### config.mk
export PLATFORM = sky130hd
export DESIGN_NAME = dclk_gen
export DESIGN_NICKNAME = d
export VERILOG_FILES = /design/src/rtl/dclk_pkg.sv /design/src/rtl/dclk_regs.sv /design/src/rtl/dclk_half.sv /design/src/rtl/dclk_charcnt.sv /design/src/rtl/dclk_gen.sv
export SDC_FILE = /design/constraint.sdc
export NUM_CORES = 1
export LEC_CHECK = 0
export BUFFER_PORTS_ARGS = -buffer_cell sky130_fd_sc_hd__buf_4
export CORE_ASPECT_RATIO = 1.1
export CORE_MARGIN = 5
export CORE_UTILIZATION = 61
export CTS_CLUSTER_DIAMETER = 60
export CTS_CLUSTER_SIZE = 25
export DETAILED_ROUTE_END_ITERATION = 6
export GPL_ROUTABILITY_DRIVEN = 0
export GPL_TIMING_DRIVEN = 1
export PLACE_DENSITY = 0.83
export SLEW_MARGIN = 20
export SYNTH_ARGS = -nofsm -noshare
export SYNTH_HDL_FRONTEND = slang
export SYNTH_SLANG_ARGS = --single-unit
### constraint.sdc
create_clock -name clk -period 3.79 [get_ports clk]
set_clock_uncertainty 0.05 [all_clocks]
set_input_delay 0.379 -clock clk [delete_from_list [all_inputs] [get_ports clk]]
set_output_delay 0.379 -clock clk [all_outputs]
set_load 0.01 [all_outputs]
### src/rtl/dclk_pkg.sv
package dclk_pkg;

  localparam int SRC_COUNT = 4;
  localparam int SEL_W     = $clog2(SRC_COUNT);

  // port offsets inside each 16-port range
  localparam logic [3:0] OFS_MISC  = 4'h2;
  localparam logic [3:0] OFS_SEQ_I = 4'h4;
  localparam logic [3:0] OFS_SEQ_D = 4'h5;
  localparam logic [3:0] OFS_CRT_I = 4'h4;
  localparam logic [3:0] OFS_CRT_D = 4'h5;

  localparam logic [7:0] SEQ_CLKMODE_IDX = 8'h01;
  localparam logic [7:0] CRT_PREDIV_IDX  = 8'hF9;

  typedef struct packed {
    logic [SEL_W-1:0] sel;
    logic             pre;
    logic             half;
    logic             nine;
  } clk_cfg_t;

  function automatic logic [SEL_W-1:0] misc_to_sel(input logic [7:0] misc);
    return misc[3:2];
  endfunction

  function automatic logic clkmode_half(input logic [7:0] cm);
    return cm[3];
  endfunction

  function automatic logic clkmode_nine(input logic [7:0] cm);
    return ~cm[0];
  endfunction

  function automatic logic prediv_on(input logic [7:0] v);
    return v[0];
  endfunction

  // last counter value within a character
  function automatic logic [3:0] last_dot(input logic nine);
    return nine ? 4'd8 : 4'd7;
  endfunction

endpackage

### src/rtl/dclk_regs.sv
module dclk_regs
  import dclk_pkg::*;
#(
  parameter logic [9:0] ADAPTER_BASE = 10'h3C0,
  parameter logic [9:0] MONO_BASE    = 10'h3B0,
  parameter logic [9:0] COLOR_BASE   = 10'h3D0
) (
  input  logic       clk,
  input  logic       rst_n,
  input  logic       bus_wr,
  input  logic [9:0] bus_addr,
  input  logic [7:0] bus_wdata,
  output logic [7:0] bus_rdata,
  output logic [7:0] misc_q,
  output clk_cfg_t   cfg
);

  logic [7:0] seq_idx_q, seq_cm_q, crt_idx_q, crt_pre_q;

  logic hit_misc, hit_seq_i, hit_seq_d, hit_crt_i, hit_crt_d;
  logic in_mono, in_color;

  assign in_mono  = (bus_addr[9:4] == MONO_BASE[9:4]);
  assign in_color = (bus_addr[9:4] == COLOR_BASE[9:4]);

  assign hit_misc  = (bus_addr == (ADAPTER_BASE | {6'd0, OFS_MISC}));
  assign hit_seq_i = (bus_addr == (ADAPTER_BASE | {6'd0, OFS_SEQ_I}));
  assign hit_seq_d = (bus_addr == (ADAPTER_BASE | {6'd0, OFS_SEQ_D}));
  assign hit_crt_i = (in_mono || in_color) && (bus_addr[3:0] == OFS_CRT_I);
  assign hit_crt_d = (in_mono || in_color) && (bus_addr[3:0] == OFS_CRT_D);

  always_ff @(posedge clk) begin
    if (!rst_n) begin
      misc_q    <= '0;
      seq_idx_q <= '0;
      seq_cm_q  <= '0;
      crt_idx_q <= '0;
      crt_pre_q <= '0;
    end else if (bus_wr) begin
      if (hit_misc)  misc_q    <= bus_wdata;
      if (hit_seq_i) seq_idx_q <= bus_wdata;
      if (hit_crt_i) crt_idx_q <= bus_wdata;
      if (hit_seq_d && seq_idx_q == SEQ_CLKMODE_IDX) seq_cm_q  <= bus_wdata;
      if (hit_crt_d && crt_idx_q == CRT_PREDIV_IDX)  crt_pre_q <= bus_wdata;
    end
  end

  always_comb begin
    bus_rdata = '0;
    if (hit_misc)  bus_rdata = misc_q;
    if (hit_seq_i) bus_rdata = seq_idx_q;
    if (hit_crt_i) bus_rdata = crt_idx_q;
    if (hit_seq_d && seq_idx_q == SEQ_CLKMODE_IDX) bus_rdata = seq_cm_q;
    if (hit_crt_d && crt_idx_q == CRT_PREDIV_IDX)  bus_rdata = crt_pre_q;
  end

  assign cfg.sel  = misc_to_sel(misc_q);
  assign cfg.pre  = prediv_on(crt_pre_q);
  assign cfg.half = clkmode_half(seq_cm_q);
  assign cfg.nine = clkmode_nine(seq_cm_q);

endmodule

### src/rtl/dclk_half.sv
module dclk_half (
  input  logic clk,
  input  logic rst_n,
  input  logic tick_in,
  input  logic enable,
  input  logic restart,
  output logic tick_out
);

  logic ph_q;

  // passes the second of every pair of input ticks when enabled
  assign tick_out = tick_in && (!enable || ph_q);

  always_ff @(posedge clk) begin
    if (!rst_n || restart) ph_q <= 1'b0;
    else if (tick_in && enable) ph_q <= ~ph_q;
  end

endmodule

### src/rtl/dclk_charcnt.sv
module dclk_charcnt
  import dclk_pkg::*;
#(
  parameter int MAX_DOTS = 9,
  localparam int CNT_W = $clog2(MAX_DOTS)
) (
  input  logic clk,
  input  logic rst_n,
  input  logic dot_in,
  input  logic nine,
  output logic char_end
);

  logic [CNT_W-1:0] cnt_q;
  logic [CNT_W-1:0] last;

  assign last     = CNT_W'(last_dot(nine));
  assign char_end = dot_in && (cnt_q == last);

  always_ff @(posedge clk) begin
    if (!rst_n) cnt_q <= '0;
    else if (char_end) cnt_q <= '0;
    else if (dot_in) cnt_q <= cnt_q + 1'b1;
  end

endmodule

### src/rtl/dclk_gen.sv
module dclk_gen
  import dclk_pkg::*;
#(
  parameter logic [9:0] ADAPTER_BASE = 10'h3C0,
  parameter logic [9:0] MONO_BASE    = 10'h3B0,
  parameter logic [9:0] COLOR_BASE   = 10'h3D0,
  parameter int         MAX_DOTS     = 9
) (
  input  logic                 clk,
  input  logic                 rst_n,
  input  logic [SRC_COUNT-1:0] src_tick,
  input  logic                 bus_wr,
  input  logic [9:0]           bus_addr,
  input  logic [7:0]           bus_wdata,
  output logic [7:0]           bus_rdata,
  output logic                 dot_ce,
  output logic                 char_ce
);

  clk_cfg_t   pend_cfg, act_cfg;
  logic [7:0] misc_q;
  logic       sel_tick, pre_tick, dot_en, char_en;

  dclk_regs #(
    .ADAPTER_BASE(ADAPTER_BASE),
    .MONO_BASE   (MONO_BASE),
    .COLOR_BASE  (COLOR_BASE)
  ) i_regs (
    .clk      (clk),
    .rst_n    (rst_n),
    .bus_wr   (bus_wr),
    .bus_addr (bus_addr),
    .bus_wdata(bus_wdata),
    .bus_rdata(bus_rdata),
    .misc_q   (misc_q),
    .cfg      (pend_cfg)
  );

  assign sel_tick = src_tick[act_cfg.sel];

  dclk_half i_pre (
    .clk     (clk),
    .rst_n   (rst_n),
    .tick_in (sel_tick),
    .enable  (act_cfg.pre),
    .restart (char_en),
    .tick_out(pre_tick)
  );

  dclk_half i_seq (
    .clk     (clk),
    .rst_n   (rst_n),
    .tick_in (pre_tick),
    .enable  (act_cfg.half),
    .restart (char_en),
    .tick_out(dot_en)
  );

  dclk_charcnt #(.MAX_DOTS(MAX_DOTS)) i_cnt (
    .clk     (clk),
    .rst_n   (rst_n),
    .dot_in  (dot_en),
    .nine    (act_cfg.nine),
    .char_end(char_en)
  );

  // settings move into the active set only on a character boundary
  always_ff @(posedge clk) begin
    if (!rst_n) begin
      act_cfg <= '{sel: '0, pre: 1'b0, half: 1'b0, nine: 1'b1};
      dot_ce  <= 1'b0;
      char_ce <= 1'b0;
    end else begin
      if (char_en) act_cfg <= pend_cfg;
      dot_ce  <= dot_en;
      char_ce <= char_en;
    end
  end

endmodule

==> qor.yml <==
outcome:
  outcome: "complete, no violations"
synthesis:
  yosys.area.top_type_share_pct: 40.93
  seq_area_frac_synth_pct: 40.93
  synth.most_common_cell: "dfxtp_1"
  yosys.area.top_type: "dfxtp_1"
  syn_nets: 331
  syn_area_sq_um: 2592
  ys_top_cells_by_area: "dfxtp_1, a21oi_1, nand2_1, mux2i_1, nand3_1"
  ys_types: 47
  yosysWarnings: 0
  synth-main-ff-cell: "dfxtp_1"
  synth_edf_count: 0
  synth_cells: 305
  async_flop_share_pct: 0
  syn_avg_cell_area_sq_um: 8.500
  ys_top_cells_by_count: "dfxtp_1, nand2_1, a21oi_1"
  ys_ff_latch: 53
layout:
  final_nets: 357
  fin_area_sq_um: 2940
  diodes: 0
  fin_cells: 384
  drive_above_1_share_pct: 17.77
  areaGrowthSynthToFinish_pct: 13.42
run:
  cap_violations: 0
place:
  hpwl_mm: 4.697
  placed_cells: 376
  place_area_sq_um: 2824
  io_buffer_count: 34
  preCtsSetupSlack_ps: 1235
floorplan:
  placementRows: 24
  die_x_microns: 72.16
  die_area_sq_um: 5655
  ios: 35
  die_y_microns: 78.38
  start_util_pct: 64.43
  core-area_sq_um: 4024
timing:
  rsz0062_at_grt: "no"
  fin_setup_tns_ps: 0
  period_share_pct: 68.22
  min_period_ps: 2585
  setup_slack_ps: 1205
  maxSlewHeadroom_pct: 50.27
  worst_pin_slew_ps: 742.8
  hold_slack_ps: 239.8
  clock.fmax_mhz: 386.8
  finalSetupViolCount: 0
  slew_viol_final: 0
  hold_violations: 0
setup_path:
  start_kind: "input port"
  cp_max_fo: 13
  path_class: "input port to output port"
  path_cells: "buf_4 -> nor4b_4 -> nor4b_4 -> and3b_1 -> a311oi_1 -> o21ai_1 -> buf_4"
  slowest_delay_ps: 620
  endpoint_kind: "output port"
  arrival_ps: 2160
  crit_slowest_cell: "nor4b_4"
  crit_family: "simple AND/OR/NAND/NOR gates"
  required_ps: 3360
  cp.buffers_inverters: 2
clocking:
  cts_buffers: 5
  clk_pin_slew_ps: 90
  clockBufferDepth: 2
  cts-resized-gates: 0
  cts_setup_buffers: 0
  clk_latency_ps: 310
  cts_sinks: 53
  hold_buffers: 0
  h-tree-depth: 2
  root_buffer: "clkbuf_8"
  tritoncts: "built"
global_route:
  antenna_found_initial: 0
  grt_max_degree: 32
  grt_pass1_vias: 2256
  grt_pass1_wl_mm: 10.98
  grt_usage_pct: 24.23
  grt_overflow: 0
detailed_routing:
  routed_via_density: 6.177
  route.detailed.drc: 0
  drtAntennaViolNets: 0
  totalWireLength_mm: 6.499
  drt_iter0_drc: 182
  avgRoutedWirePerCell_microns: 16.92
  num_vias: 2372
  drt_first_pass_iters: 4
power_and_ir_drop:
  p_leak_nw: 1.139
  peakVddDrop_v: 0.0002266
  power_density_nw_per_um2: 348.8
hold_path:
  hold_class: "input port to flop"
-- power breakdown --
part	total (mW)	switching (mW)	leakage [nW]	internal, mW
Combinational	0.0700	0.0417	0.653	0.0283
Sequential	0.561	0.00238	0.427	0.559
Clock	0.395	0.179	0.0585	0.215
Total	1.03	0.223	1.14	0.802
-- flip-flops by register name, summed over array words and instances (netlist names), 4 cells and up --
register          count
i_regs.crt_pre_q      8
act_cfg               5
i_cnt.cnt_q           4
i_regs.misc_q         8
i_regs.seq_idx_q      8
i_regs.seq_cm_q       8
i_regs.crt_idx_q      8
-- metrics by stage --
step / power, mW / utilization (%)
3_3_place_gp: 0.6413 / 70.18
4_1_cts: 1.027 / 73.07
5_1_grt: 1.060 / 73.07
2_1_floorplan: 0.6040 / -
3_5_place_dp: 0.6428 / 70.18
6_report: 1.026 / 73.07
-- routing by layer --
| metal | share of wire, % | global-route usage (%) | vias to the layer above |
|---|---|---|---|
| met1 | 41 | 30.73 | 1114 |
| met5 | 0 | 0 | - |
| li1 | - | - | 1146 |
| met3 | 7.8 | 4.853 | 15 |
| met4 | 2.2 | 7.895 | 0 |
| met2 | 49 | 40.89 | 97 |
-- cell families (layout without fill, tap and decap cells) --
group | after synthesis | count (layout) | synth area share (%)
XOR/XNOR | 2 | 2 | 0.6758
buffers and inverters | 18 | 45 | 4.005
adder cells (fa/ha/maj) | 1 | 1 | 0.4825
AND/OR/NAND/NOR | 139 | 139 | 29.78
AO/OA/AOI/OAI | 75 | 75 | 17.09
flip-flops | 53 | 53 | 40.93
multiplexers | 17 | 17 | 7.046
-- worst paths after layout --
check | startpoint | cells after the start | to | slack (ps)
max reg2reg | i_regs.crt_idx_q[1] | 5 | i_regs.crt_pre_q[6] | 1950
max | bus_addr[0] | 7 | bus_rdata[3] | 1200
min reg2reg | i_regs.crt_pre_q[3] | 2 | i_regs.crt_pre_q[3] | 410
min | rst_n | 2 | act_cfg[0] | 240
-- cell usage in the layout (no fill, tap or decap), types with 2 or more instances in the layout --
cell / synthesis / routed
nand3_2: 5 / 5
o211ai_1: 4 / 4
and3b_1: 2 / 2
mux2i_1: 16 / 16
clkbuf_8: 0 / 6
nand2_1: 50 / 50
a21oi_1: 40 / 40
and3_1: 3 / 3
o21ai_1: 12 / 12
xor2_1: 2 / 2
a221oi_1: 2 / 2
nand3b_1: 2 / 2
a22o_1: 2 / 2
a21oi_2: 2 / 2
nor3_1: 6 / 6
nand3_1: 26 / 26
nor2_1: 23 / 23
nand2b_1: 2 / 2
and2_1: 2 / 2
buf_4: 3 / 35
o21ai_0: 3 / 3
nand4b_1: 2 / 2
or3_1: 3 / 3
a31oi_1: 2 / 2
nor4b_4: 3 / 3
a311oi_1: 2 / 2
dfxtp_1: 53 / 53
a22oi_1: 3 / 3
-- cell type report --
type | instances | area [sq um]
Clock buffer | 7 | 86.33
Timing Repair Buffer | 35 | 262.8
Clock inverter | 1 | 30.03
Inverter | 2 | 7.507
Fill cell | 309 | 1084
Multi-Input combinational cell | 234 | 1428
Tap cell | 52 | 65.06
Sequential cell | 53 | 1061
-- worst register-to-register path, stage by stage, from the launching register on --
cell,delay (ps)
dfxtp_1,340
nand4b_1,200
nor3_1,230
and3_1,610
nand3_1,180
a21oi_1,170
No activity file was read; power rests on OpenSTA's default activity.
